[config.mk]
export PLATFORM = sky130hd
export DESIGN_NAME = spi_shift_host
export DESIGN_NICKNAME = d
export VERILOG_FILES = /design/src/rtl/spi_shift_pkg.sv /design/src/rtl/spi_cfg_regs.sv /design/src/rtl/spi_half_timer.sv /design/src/rtl/spi_shift_fsm.sv /design/src/rtl/spi_shift_host.sv
export SDC_FILE = /design/constraint.sdc
export NUM_CORES = 1
export LEC_CHECK = 0
export BUFFER_PORTS_ARGS = -buffer_cell sky130_fd_sc_hd__buf_4
export CELL_PAD_IN_SITES_DETAIL_PLACEMENT = 0
export CELL_PAD_IN_SITES_GLOBAL_PLACEMENT = 2
export CORE_ASPECT_RATIO = 0.5
export CORE_MARGIN = 5
export CORE_UTILIZATION = 36
export DETAILED_ROUTE_END_ITERATION = 8
export PLACE_DENSITY_LB_ADDON = 0.3
export SYNTH_ARGS = -nofsm -noshare
export SYNTH_HDL_FRONTEND = slang
export SYNTH_HIERARCHICAL = 1
export SYNTH_SLANG_ARGS = --single-unit
[constraint.sdc]
create_clock -name clk -period 4.05 [get_ports clk]
set_input_delay 1.0125 -clock clk [delete_from_list [all_inputs] [get_ports clk]]
set_output_delay 1.0125 -clock clk [all_outputs]
set_load 0.005 [all_outputs]
[src/rtl/spi_shift_pkg.sv]
package spi_shift_pkg;

    typedef enum logic [1:0] {
        ST_IDLE,
        ST_FIRST_HALF,
        ST_SECOND_HALF
    } shift_state_t;

    // control word field positions
    localparam int CTL_CPOL  = 0;
    localparam int CTL_IDLE  = 1;
    localparam int CTL_PH    = 2;
    localparam int CTL_MSB   = 3;
    localparam int CTL_LOOP  = 4;
    localparam int CTL_TXOFF = 5;
    localparam int CTL_RXOFF = 6;
    localparam int CTL_LEN   = 7;
    localparam int CTL_FLAGS = 7;

endpackage

[src/rtl/spi_cfg_regs.sv]
module spi_cfg_regs #(
    parameter int DIV_W  = 16,
    parameter int CTRL_W = 12,
    parameter logic [CTRL_W-1:0] RST_CTRL = '0
) (
    input  logic              clk,
    input  logic              rst_n,
    input  logic              cfg_we,
    input  logic              en,
    input  logic              busy,
    input  logic [DIV_W-1:0]  cfg_div,
    input  logic [CTRL_W-1:0] cfg_ctrl,
    output logic [DIV_W-1:0]  div_q,
    output logic [CTRL_W-1:0] ctrl_q
);

    logic accept;

    // settings may only move while the engine is parked
    assign accept = cfg_we && !en && !busy;

    always_ff @(posedge clk or negedge rst_n) begin
        if (!rst_n) begin
            div_q  <= '0;
            ctrl_q <= RST_CTRL;
        end else if (accept) begin
            div_q  <= cfg_div;
            ctrl_q <= cfg_ctrl;
        end
    end

endmodule

[src/rtl/spi_half_timer.sv]
module spi_half_timer #(
    parameter int DIV_W = 16
) (
    input  logic             clk,
    input  logic             rst_n,
    input  logic             run,
    input  logic [DIV_W-1:0] div,
    output logic             half_done
);

    logic [DIV_W-1:0] cnt_q;

    assign half_done = run && (cnt_q == div);

    always_ff @(posedge clk or negedge rst_n) begin
        if (!rst_n) begin
            cnt_q <= '0;
        end else if (!run || half_done) begin
            cnt_q <= '0;
        end else begin
            cnt_q <= cnt_q + 1'b1;
        end
    end

endmodule

[src/rtl/spi_shift_fsm.sv]
module spi_shift_fsm
    import spi_shift_pkg::*;
#(
    parameter int DATA_W = 32,
    parameter int LEN_W  = 5
) (
    input  logic              clk,
    input  logic              rst_n,
    input  logic              en,
    input  logic              tx_valid,
    input  logic [DATA_W-1:0] tx_data,
    input  logic              half_done,
    input  logic              miso,
    input  logic              cpol,
    input  logic              idle_lvl,
    input  logic              ph,
    input  logic              msb_first,
    input  logic              loop_en,
    input  logic              tx_off,
    input  logic              rx_off,
    input  logic [LEN_W-1:0]  len_m1,
    output logic              tx_ready,
    output logic              busy,
    output logic              sclk,
    output logic              mosi,
    output logic [DATA_W-1:0] rx_data,
    output logic              rx_valid
);

    shift_state_t state_q, state_d;

    logic [LEN_W-1:0]  idx_q;
    logic [LEN_W-1:0]  pos;
    logic [DATA_W-1:0] tx_word_q;
    logic [DATA_W-1:0] rx_word_q;
    logic [DATA_W-1:0] rx_data_q;
    logic              rx_valid_q;
    logic              start;
    logic              last_bit;
    logic              rx_bit;

    assign pos      = msb_first ? (len_m1 - idx_q) : idx_q;
    assign start    = (state_q == ST_IDLE) && en && tx_valid;
    assign last_bit = (idx_q == len_m1);
    assign rx_bit   = loop_en ? mosi : miso;

    // state register
    always_ff @(posedge clk or negedge rst_n) begin
        if (!rst_n) begin
            state_q <= ST_IDLE;
        end else begin
            state_q <= state_d;
        end
    end

    // next state
    always_comb begin
        state_d = state_q;
        unique case (state_q)
            ST_IDLE:        if (start)     state_d = ST_FIRST_HALF;
            ST_FIRST_HALF:  if (half_done) state_d = ST_SECOND_HALF;
            ST_SECOND_HALF: if (half_done) state_d = last_bit ? ST_IDLE : ST_FIRST_HALF;
            default:                       state_d = ST_IDLE;
        endcase
    end

    // outputs decoded from state
    always_comb begin
        busy     = (state_q != ST_IDLE);
        tx_ready = (state_q == ST_IDLE) && en;
        mosi     = (busy && !tx_off) ? tx_word_q[pos] : idle_lvl;
        sclk     = busy ? (cpol ^ !ph ^ (state_q == ST_SECOND_HALF)) : cpol;
    end

    // datapath
    always_ff @(posedge clk or negedge rst_n) begin
        if (!rst_n) begin
            idx_q      <= '0;
            tx_word_q  <= '0;
            rx_word_q  <= '0;
            rx_data_q  <= '0;
            rx_valid_q <= 1'b0;
        end else begin
            rx_valid_q <= 1'b0;
            unique case (state_q)
                ST_IDLE: begin
                    if (start) begin
                        tx_word_q <= tx_data;
                        rx_word_q <= '0;
                        idx_q     <= '0;
                    end
                end
                ST_FIRST_HALF: begin
                    if (half_done) begin
                        rx_word_q[pos] <= rx_bit;
                    end
                end
                ST_SECOND_HALF: begin
                    if (half_done) begin
                        if (last_bit) begin
                            rx_valid_q <= !rx_off;
                            if (!rx_off) begin
                                rx_data_q <= rx_word_q;
                            end
                        end else begin
                            idx_q <= idx_q + 1'b1;
                        end
                    end
                end
                default: ;
            endcase
        end
    end

    assign rx_data  = rx_data_q;
    assign rx_valid = rx_valid_q;

endmodule

[src/rtl/spi_shift_host.sv]
module spi_shift_host
    import spi_shift_pkg::*;
#(
    parameter int DATA_W = 32,
    parameter int DIV_W  = 16,
    localparam int LEN_W  = $clog2(DATA_W),
    localparam int CTRL_W = CTL_FLAGS + LEN_W
) (
    input  logic              clk,
    input  logic              rst_n,
    input  logic              en,
    input  logic              cfg_we,
    input  logic [DIV_W-1:0]  cfg_div,
    input  logic [CTRL_W-1:0] cfg_ctrl,
    input  logic              tx_valid,
    output logic              tx_ready,
    input  logic [DATA_W-1:0] tx_data,
    output logic              rx_valid,
    output logic [DATA_W-1:0] rx_data,
    output logic              sclk,
    output logic              mosi,
    input  logic              miso,
    output logic              busy
);

    localparam logic [CTRL_W-1:0] RST_CTRL =
        {LEN_W'(7), 1'b0, 1'b0, 1'b0, 1'b1, 1'b1, 1'b0, 1'b0};

    logic [DIV_W-1:0]  div_q;
    logic [CTRL_W-1:0] ctrl_q;
    logic              half_done;

    spi_cfg_regs #(
        .DIV_W   (DIV_W),
        .CTRL_W  (CTRL_W),
        .RST_CTRL(RST_CTRL)
    ) u_cfg (
        .clk     (clk),
        .rst_n   (rst_n),
        .cfg_we  (cfg_we),
        .en      (en),
        .busy    (busy),
        .cfg_div (cfg_div),
        .cfg_ctrl(cfg_ctrl),
        .div_q   (div_q),
        .ctrl_q  (ctrl_q)
    );

    spi_half_timer #(
        .DIV_W(DIV_W)
    ) u_timer (
        .clk      (clk),
        .rst_n    (rst_n),
        .run      (busy),
        .div      (div_q),
        .half_done(half_done)
    );

    spi_shift_fsm #(
        .DATA_W(DATA_W),
        .LEN_W (LEN_W)
    ) u_fsm (
        .clk      (clk),
        .rst_n    (rst_n),
        .en       (en),
        .tx_valid (tx_valid),
        .tx_data  (tx_data),
        .half_done(half_done),
        .miso     (miso),
        .cpol     (ctrl_q[CTL_CPOL]),
        .idle_lvl (ctrl_q[CTL_IDLE]),
        .ph       (ctrl_q[CTL_PH]),
        .msb_first(ctrl_q[CTL_MSB]),
        .loop_en  (ctrl_q[CTL_LOOP]),
        .tx_off   (ctrl_q[CTL_TXOFF]),
        .rx_off   (ctrl_q[CTL_RXOFF]),
        .len_m1   (ctrl_q[CTL_LEN +: LEN_W]),
        .tx_ready (tx_ready),
        .busy     (busy),
        .sclk     (sclk),
        .mosi     (mosi),
        .rx_data  (rx_data),
        .rx_valid (rx_valid)
    );

endmodule

---- Word level (Yosys, flattened, before mapping) ----
Cells that the tools add are included.
operators by class
  add/subtract/negate cells ............... 3
  order comparisons ....................... 2
  eq/ne operators ......................... 8
  mux-type cells .......................... 25
  bitwise gates (word level) .............. 3
  reduce and logical (&&, ||, !) cells .... 22
operators with widths
  operator                                                    number
  two-way mux 32 bit                                          2
  one-hot mux 32 bit (2 select lines)                         1
  bitwise mux 32 bit                                          1
  two-way mux 5 bit                                           4
  adder 16 x 1 -> 16 bit, second input constant               1
  equality test 16 bit                                        1
  two-way mux 16 bit                                          1
  one-hot mux 5 bit (2 select lines)                          1
  two-way mux 1 bit                                           9
  AND reduction 4 bit                                         2
  logical AND 1 bit                                           7
  less-than comparator 5 x 6 -> 1 bit, second input constant  1
  two-way mux 2 bit                                           3
  != test 2 bit, second input constant                        3
  one-hot mux 2 bit (3 select lines)                          1
  AND reduction 3 bit                                         2
  nonzero test 2 bit                                          3
  adder 5 x 1 -> 5 bit, second input constant                 1
  binary-select mux 1 bit (select 5 bit)                      1
  demux 1 bit (select 5 bit)                                  1
  equality test 5 bit                                         1
  >= comparator 5 x 1 -> 1 bit, second input constant         1
  zero test 1 bit                                             5
  subtractor 5 bit                                            1
  8 further kinds                                             9
word-level totals
  flip-flop bits (word level) ............. 148
  input port bits ......................... 66
  output and inout port bits .............. 37

---- Depth between registers and ports, before layout ----
Gate-level depths: netlist of run 1.
  depth in word-level cells ............... 9
  depth in mapped cells ................... 13
  depth with buffers taken out ............ 11

---- Modules after synthesis ----
Netlist of run 1, hierarchy kept.
by module, submodules not included
  module          instances  cells an instance  area each (um^2)  seq. area each (um^2)
  spi_shift_fsm   1          584                5,182.5           2,602.5
  spi_cfg_regs    1          60                 1,161.1           706.9
  spi_half_timer  1          101                994.7             400.4

---- Worst setup path before layout of run 1 ----
Ideal clock, no wire load.
  kind .................................... flip-flop to output port
  start ................................... register u_fsm.idx_q[0]
  end ..................................... output mosi
  arrival time ............................ 2.761 ns
  path slack .............................. 0.277 ns
  cell stages (with the launch flop) ...... 11
  cell sequence ........................... dfrtp_1 > ha_1 > inv_1 > fa_1 > a21o_1 > a21oi_1 > nor4b_1 > a311oi_4 > a211oi_2 > o21bai_2 > o221ai_1
between the ends
  cells in the longest elaborated chain, start to end .. 5
ends and longest elaborated chain
  what                                         line                  RTL
  start, declared                              spi_shift_fsm.sv:32   logic [LEN_W-1:0] idx_q;
  start signal, assigned                       spi_shift_fsm.sv:106  idx_q <= idx_q + 1'b1;
  subtractor 5 bit                             spi_shift_fsm.sv:42   assign pos = msb_first ? (len_m1 - idx_q) : idx_q;
  two-way mux 5 bit (*)                        spi_shift_fsm.sv:42
  binary-select mux 1 bit (select 5 bit) (*)   spi_shift_fsm.sv:71   mosi = (busy && !tx_off) ? tx_word_q[pos] : idle_lvl;
  two-way mux 1 bit (not written as such) (*)  spi_shift_fsm.sv:71
  two-way mux 1 bit (*)                        spi_shift_fsm.sv:71
  end, declared                                spi_shift_host.sv:21  output logic mosi,
Every way passes the cells marked *; elsewhere a longest branch is shown, timed or not. The select of a mux whose other input is x is not followed.

---- Worst setup path in the final report of run 1 ----
  start ................................... register u_cfg.ctrl_q[7]
  end ..................................... output mosi
between the ends
  cells in the longest elaborated chain, start to end .. 5
ends and longest elaborated chain
  what                                     line                 RTL
  start, declared                          spi_cfg_regs.sv:14   output logic [CTRL_W-1:0] ctrl_q
  start signal, assigned                   spi_cfg_regs.sv:28   ctrl_q <= cfg_ctrl;
  subtractor 5 bit                         spi_shift_fsm.sv:42
  two-way mux 5 bit                        spi_shift_fsm.sv:42
  binary-select mux 1 bit (select 5 bit)   spi_shift_fsm.sv:71
  two-way mux 1 bit (not written as such)  spi_shift_fsm.sv:71
  two-way mux 1 bit                        spi_shift_fsm.sv:71
No other way between the ends. The select of a mux whose other input is x is not followed.

==> impl_metrics.csv, run 1 <==
group,metric,value,unit
finish,seqCellArea,3710,sq um
clock_network,clk_pin_slew,0.06,ns
die,num_io_pins,103,
run_status,status,"finished, final reports clean",
critical_path,path_max_fanout,3,
die,dieWidth,211.9,um
synthesis,ys_ff_latch,148,
sta,hold_violations,0,
synthesis,async_flop_share,1.000,
sta,rsz0062_at_grt,"yes",
routing,drc_errors,0,
routing,routed_wl,18.87,mm
synthesis,yosys.area.top_type,"dfrtp_1",
sta,slew-limit-headroom,0.3405,
die,die_y,111.0,um
critical_path,max_stage_delay,0.37,ns
clock_network,cts_tree,"done",
synthesis,synth_top_area_share,0.4876,
sta,period_share,0.9903,
power,power,0.006171,W
global_routing,grt_max_degree,62,
finish,postLayoutCoreUtil,0.4633,
die,fp.coreArea,19730,sq um
sta,layout_min_cycle_time,4.011,ns
global_routing,grt_pass1_wl,31.64,mm
routing,drtAntennaViolNets,0,
placement,place_hpwl,13.57,mm
synthesis,synth_cell_types,62,
critical_path,crit_chain,"inv_2 -> ha_4 -> inv_2 -> fa_2 -> a21o_1 -> a2111oi_4 -> a41oi_2 -> a311oi_4 -> o21a_1 -> o21bai_2 -> o221ai_2 -> buf_4",
job,drv_cap,0,
clock_network,ctsHoldBuffers,0,
routing,first_iter_violations,326,
die,start_util,0.3720,
global_routing,grt-ovfl-total,0,
sta,setup_violations,0,
synthesis,netlist_area,7338,sq um
synthesis,syn_avg_cell_area,9.850,sq um
sta,fmax,249.3,MHz
critical_path,arrival,3.00,ns
power,p_per_area,675.0,nW/um^2
clock_network,cts_sinks,148,
global_routing,grt_pass1_vias,5969,
placement,place.gp.congestion,0.8258,
routing,via_per_inst,5.025,
critical_path,crit_family,"compound AO/OA/AOI/OAI gates",
sta,slew_viol_final,0,
clock_network,h-tree-depth,4,
clock_network,clk_latency,0.42,ns
finish,drive_gt1_frac,0.2532,
die,row_count,36,
min_path,hp-class,"reg2reg",
clock_network,clk_path_buf_depth,2,
finish,syn_to_final_growth,24.57,%
sta,setup_ws,0.03925,ns
finish,nets,931,
critical_path,cp-end-kind,"primary output",
synthesis,ys_seq_area_frac,0.5055,
power,vdd_drop_max,380.6,uV
routing,drtPass1Iterations,5,
finish,multi_input_area,3450,sq um
finish,fillCellCount,1905,
critical_path,cpMaxStageDelayCell,"dfstp_2",
placement,io_buffer_count,102,
synthesis,synth_fp_nets,818,
synthesis,postSynthCellCount,745,
synthesis,synthFlopType,"dfrtp_1",
critical_path,worstPathRequired,3.04,ns
global_routing,gr-usage-all-layers,0.1654,
die,die_area,23510,sq um
power,p_leak,4.350,nW
routing,vias,5703,
clock_network,numCtsBuffers,17,
critical_path,start_kind,"flop",
synthesis,synth-edff-count,0,
synthesis,yosys_warnings,6,
critical_path,critPathMostFrequentCell,"inv_2",
synthesis,synth_area_leaders,"dfrtp_1 (49%), nand2_1 (12%), o211ai_1 (4.6%)",
placement,dp_slack,0.1930,ns
finish,diodes,0,
sta,worstMarginPinSlew,0.9882,ns
global_routing,antenna_found_initial,0,
finish,final_cells,1135,
critical_path,path_buf_inv,3,
clock_network,cts-root-buf,"clkbuf_16",
placement,dp.cells,1096,
sta,finClkSkew,0.008174,ns
critical_path,path_class,"reg2out",
routing,wl_per_cell,16.62,um
[area by class of cell]
class | instances | area share
clock buffers | 21 | 0.05146
clock inverters | 9 | 0.01670
inverters | 12 | 0.004927
multi-input cells | 551 | 0.3774
flip-flops and latches | 148 | 0.4058
well taps | 266 | 0.03641
repair buffers | 128 | 0.1073
[worst min-delay path, cell delays in order, from the launching register on]
cell and delay, ns:
dfrtp_1 0.34, nand2_1 0.05, nand2_1 0.05
[repair_timing]
action / in CTS / in global routing
setup buffers: 7 / 2
gates resized for setup: 8 / 8
endpoints found under the setup margin: 1 / 1
pin swaps: 3 / 2
endpoints found under the hold margin: 0 / 0
[flip-flops by register name (all words and copies together) (netlist names)]
name / count
u_timer/cnt_q: 16
u_fsm/tx_word_q: 32
u_fsm/rx_data: 32
u_fsm/rx_word_q: 32
u_fsm/rx_valid: 1
u_fsm/state_q: 2
u_fsm/idx_q: 5
u_cfg/ctrl_q: 12
u_cfg/div_q: 16
[final timing paths]
| path | slack (ns) | start | endpoint | cells after the start |
|---|---|---|---|---|
| setup / recovery | 0.04 | u_cfg/ctrl_q[7] | mosi | 12 |
| hold / removal | 0.47 | u_fsm/tx_word_q[9] | u_fsm/tx_word_q[9] | 2 |
| setup reg to reg | 0.73 | u_cfg/ctrl_q[7] | u_fsm/rx_word_q[3] | 16 |
| hold reg to reg | 0.47 | u_fsm/tx_word_q[9] | u_fsm/tx_word_q[9] | 2 |
| max in group asynchronous | 2.66 | rst_n | u_fsm/rx_data[3] | 2 |
| min in group asynchronous | 0.55 | rst_n | u_cfg/div_q[1] | 1 |
[where the power goes]
group / internal, W / switching, W
logic: 0.00108 / 0.00133
registers: 0.00182 / 0.000261
clock network: 0.00107 / 0.000607
[routing by layer]
layer	part of all wire	track usage	vias to the layer above
met2	0.45	0.2487	107
met5	0	0	-
met3	0.042	0.04382	15
met4	0.0082	0.03388	0
li1	-	-	2808
met1	0.50	0.2407	2773
[cell families after synthesis]
kind of cell | count (synthesis) | synth area share
compound gates | 118 | 0.1286
buf+inv | 46 | 0.03342
mux | 41 | 0.07127
fa+ha+maj | 7 | 0.01296
xor+xnor | 36 | 0.04297
flops | 148 | 0.5055
simple gates | 349 | 0.2053
[cells in the mapped netlist (2+ instances only)]
library cell  count
a211oi_1          5
a21o_1            3
a21oi_1          11
a21oi_2           2
a311oi_1          3
and2_1            2
and3_1            8
buf_1             3
buf_12            2
buf_2             4
buf_6             4
clkbuf_1         19
dfrtp_1         143
dfstp_2           5
ha_1              6
inv_1            12
mux2_2           10
mux2_4           20
mux2i_1          11
nand2_1         240
nand3_1          19
nand3b_1          4
nand4_1          11
nor2_1           40
nor3_1            8
nor4_1            4
o211ai_1         45
o21a_1            4
o21ai_0           6
o31ai_1          25
xnor2_1          29
xor2_1            7
[through the flow]
| step | instance area [sq um] | hold slack, ns | setup TNS [ns] |
|---|---|---|---|
| after floorplan | 7338 | 0.4374 | 0 |
| after global placement | 8389 | 0.4606 | 0 |
| after detailed placement | 8389 | 0.4631 | 0 |
| after CTS | 9100 | 0.4771 | -0.05042 |
| after global routing | 9141 | 0.4914 | -0.1016 |
| final | 9141 | 0.4745 | 0 |
[placed cells by master (no fill, tap or decap), drive strengths merged, types with 6 or more instances in the layout]
| cell | count |
|---|---|
| o31ai | 25 |
| mux2i | 11 |
| o21ai | 7 |
| a211oi | 6 |
| ha | 6 |
| nand3 | 19 |
| dfrtp | 143 |
| nor3 | 8 |
| inv | 12 |
| nand4 | 12 |
| o211ai | 47 |
| buf | 128 |
| mux2 | 30 |
| xor2 | 7 |
| clkbuf | 21 |
| nor2 | 40 |
| a21oi | 13 |
| and3 | 8 |
| nand2 | 240 |
| xnor2 | 29 |
No activity file was read; power rests on OpenSTA's default activity.
==> inputs of run 2 (changes only) <==
--- a/config.mk
+++ b/config.mk
@@ -12,6 +12,7 @@
 export CORE_MARGIN = 5
 export CORE_UTILIZATION = 36
 export DETAILED_ROUTE_END_ITERATION = 8
+export MAX_ROUTING_LAYER = met4
 export PLACE_DENSITY_LB_ADDON = 0.3
 export SYNTH_ARGS = -nofsm -noshare
 export SYNTH_HDL_FRONTEND = slang
==> run 2 against run 1 <==
  * Sequential share of layout area is the same
  * Clock skew is essentially flat
  * Fmax up 0.10%
  * Combinational power is essentially flat
  * Wire length decreased by 0.31%
  * Highest routed layer unchanged
==> impl_metrics.csv, run 2 (synthesis results as in run 1) <==
group,metric,value,unit
run_status,status,"finished, final reports clean",
power,p_int,0.003977,W
die,start_util,0.3720,
sta,finClkSkew,0.008196,ns
finish,postLayoutCoreUtil,0.4633,
power,switching_power,0.002184,W
sta,layout_min_cycle_time,4.007,ns
finish,final_cells,1135,
min_path,hp-class,"reg2reg",
clock_network,h-tree-depth,4,
critical_path,path_class,"reg2out",
min_path,hold_depth,2,
power,seqPwrFrac,0.338,
routing,routed_wl,18.81,mm
power,power,0.006162,W
critical_path,start_kind,"flop",
die,row_count,36,
placement,place.gp.congestion,0.8383,
finish,syn_to_final_growth,24.57,%
critical_path,max_stage_delay,0.37,ns
die,fp.coreArea,19730,sq um
clock_network,cts-root-buf,"clkbuf_16",
sta,hold_violations,0,
global_routing,gr-usage-all-layers,0.1701,
global_routing,grt_max_degree,62,
critical_path,crit_chain,"inv_2 -> ha_4 -> inv_2 -> fa_2 -> a21o_1 -> a2111oi_4 -> a41oi_2 -> a311oi_4 -> o21a_1 -> o21bai_2 -> o221ai_2 -> buf_4",
critical_path,path_max_fanout,3,
clock_network,clk_latency,0.42,ns
global_routing,grt_pass1_wl,31.64,mm
sta,setup_violations,0,
sta,period_share,0.9893,
power,p_per_area,674.0,nW/um^2
placement,io_buffer_count,102,
critical_path,worstPathRequired,3.04,ns
finish,drive_gt1_frac,0.2532,
finish,fillCellCount,1905,
routing,drtAntennaViolNets,0,
critical_path,cpMaxStageDelayCell,"dfstp_2",
power,pwr-share-clk,0.272,
routing,via_per_inst,5.037,
sta,fmax,249.6,MHz
routing,wl_per_cell,16.57,um
finish,nets,931,
global_routing,grt_pass1_vias,5970,
clock_network,clk_pin_slew,0.06,ns
die,die_y,111.0,um
placement,place_hpwl,13.57,mm
critical_path,critPathMostFrequentCell,"inv_2",
routing,drtPass1Iterations,5,
sta,hold_ws,0.4748,ns
critical_path,crit_family,"compound AO/OA/AOI/OAI gates",
critical_path,path_buf_inv,3,
clock_network,numCtsBuffers,17,
clock_network,clk_path_buf_depth,2,
global_routing,grt-ovfl-total,0,
power,vdd_drop_max,376.7,uV
sta,rsz0062_at_grt,"yes",
finish,multi_input_area,3450,sq um
clock_network,cts_tree,"done",
critical_path,ff2ff_path_depth,16,
global_routing,antenna_found_initial,0,
die,die_area,23510,sq um
clock_network,cts_sinks,148,
finish,fin_area,9141,sq um
placement,placed_area,8389,sq um
finish,diodes,0,
finish,layout_commonest_cell,"nand2_1",
job,drv_cap,0,
routing,vias,5717,
clock_network,ctsHoldBuffers,0,
sta,slew-limit-headroom,0.3515,
die,dieWidth,211.9,um
routing,first_iter_violations,343,
power,p_leak,4.350,nW
power,switching_share,0.3545,
finish,layout_common_cells,"nand2_1 (239), dfrtp_1 (143), buf_4 (125), o211ai_1 (45), nor2_1 (40)",
critical_path,path_depth,12,
die,num_io_pins,103,
sta,slew_viol_final,0,
finish,seqCellArea,3710,sq um
sta,worstMarginPinSlew,0.9717,ns
power,combPwrFrac,0.390,
critical_path,arrival,2.99,ns
placement,dp.cells,1096,
critical_path,cp-end-kind,"primary output",
routing,drc_errors,0,
[run 2: per-layer routing]
| metal | global-route usage | up-vias | routed length [um] |
|---|---|---|---|
| met1 | 0.2407 | 2790 | 9368 |
| li1 | - | 2814 | - |
| met3 | 0.04326 | 14 | 744 |
| met2 | 0.2492 | 99 | 8552 |
| met5 | - | - | 0 |
| met4 | 0.03388 | 0 | 144 |
[run 2: layout make-up]
cell class,count,share of cell area
inverter,12,0.004927
tap,266,0.03641
sequential,148,0.4058
clock buffer,21,0.05146
multi-input combinational,551,0.3774
timing repair buffer,128,0.1073
clock inverter,9,0.01670
[run 2: worst min-delay path, stage by stage, from the launching register on]
cell and delay, ns:
dfrtp_1 0.34, nand2_1 0.05, nand2_1 0.05
[run 2: worst paths after layout]
| kind | from | endpoint | slack (ns) |
|---|---|---|---|
| worst max-delay path | u_cfg/ctrl_q[7] | mosi | 0.04 |
| worst min-delay path | u_fsm/rx_data[9] | u_fsm/rx_data[9] | 0.47 |
| worst max register to register | u_cfg/ctrl_q[7] | u_fsm/rx_word_q[3] | 0.72 |
| worst min register to register | u_fsm/rx_data[9] | u_fsm/rx_data[9] | 0.47 |
| max in group asynchronous | rst_n | u_fsm/rx_data[3] | 2.65 |
| min in group asynchronous | rst_n | u_cfg/div_q[1] | 0.56 |
[run 2: power groups by stage]
stage	clock network, W	logic, W	registers, W
after floorplan	0	0.00164	0.00202
after global placement	0	0.00214	0.00211
after detailed placement	0	0.00217	0.00210
after CTS	0.00172	0.00234	0.00208
after global routing	0.00178	0.00266	0.00213
final	0.00168	0.00241	0.00208
[run 2: timing repair]
action / in CTS / in global routing
gates resized for setup: 8 / 8
endpoints found under the setup margin: 1 / 1
pin swaps: 3 / 2
buffers inserted: 7 / 2
[run 2: per-stage QoR]
| stage | setup TNS (ns) | setup slack [ns] |
|---|---|---|
| after floorplan | 0 | 0.2766 |
| after global placement | 0 | 0.2699 |
| after detailed placement | 0 | 0.1930 |
| after CTS | -0.05042 | -0.05042 |
| after global routing | -0.1031 | -0.1031 |
| final | 0 | 0.04338 |
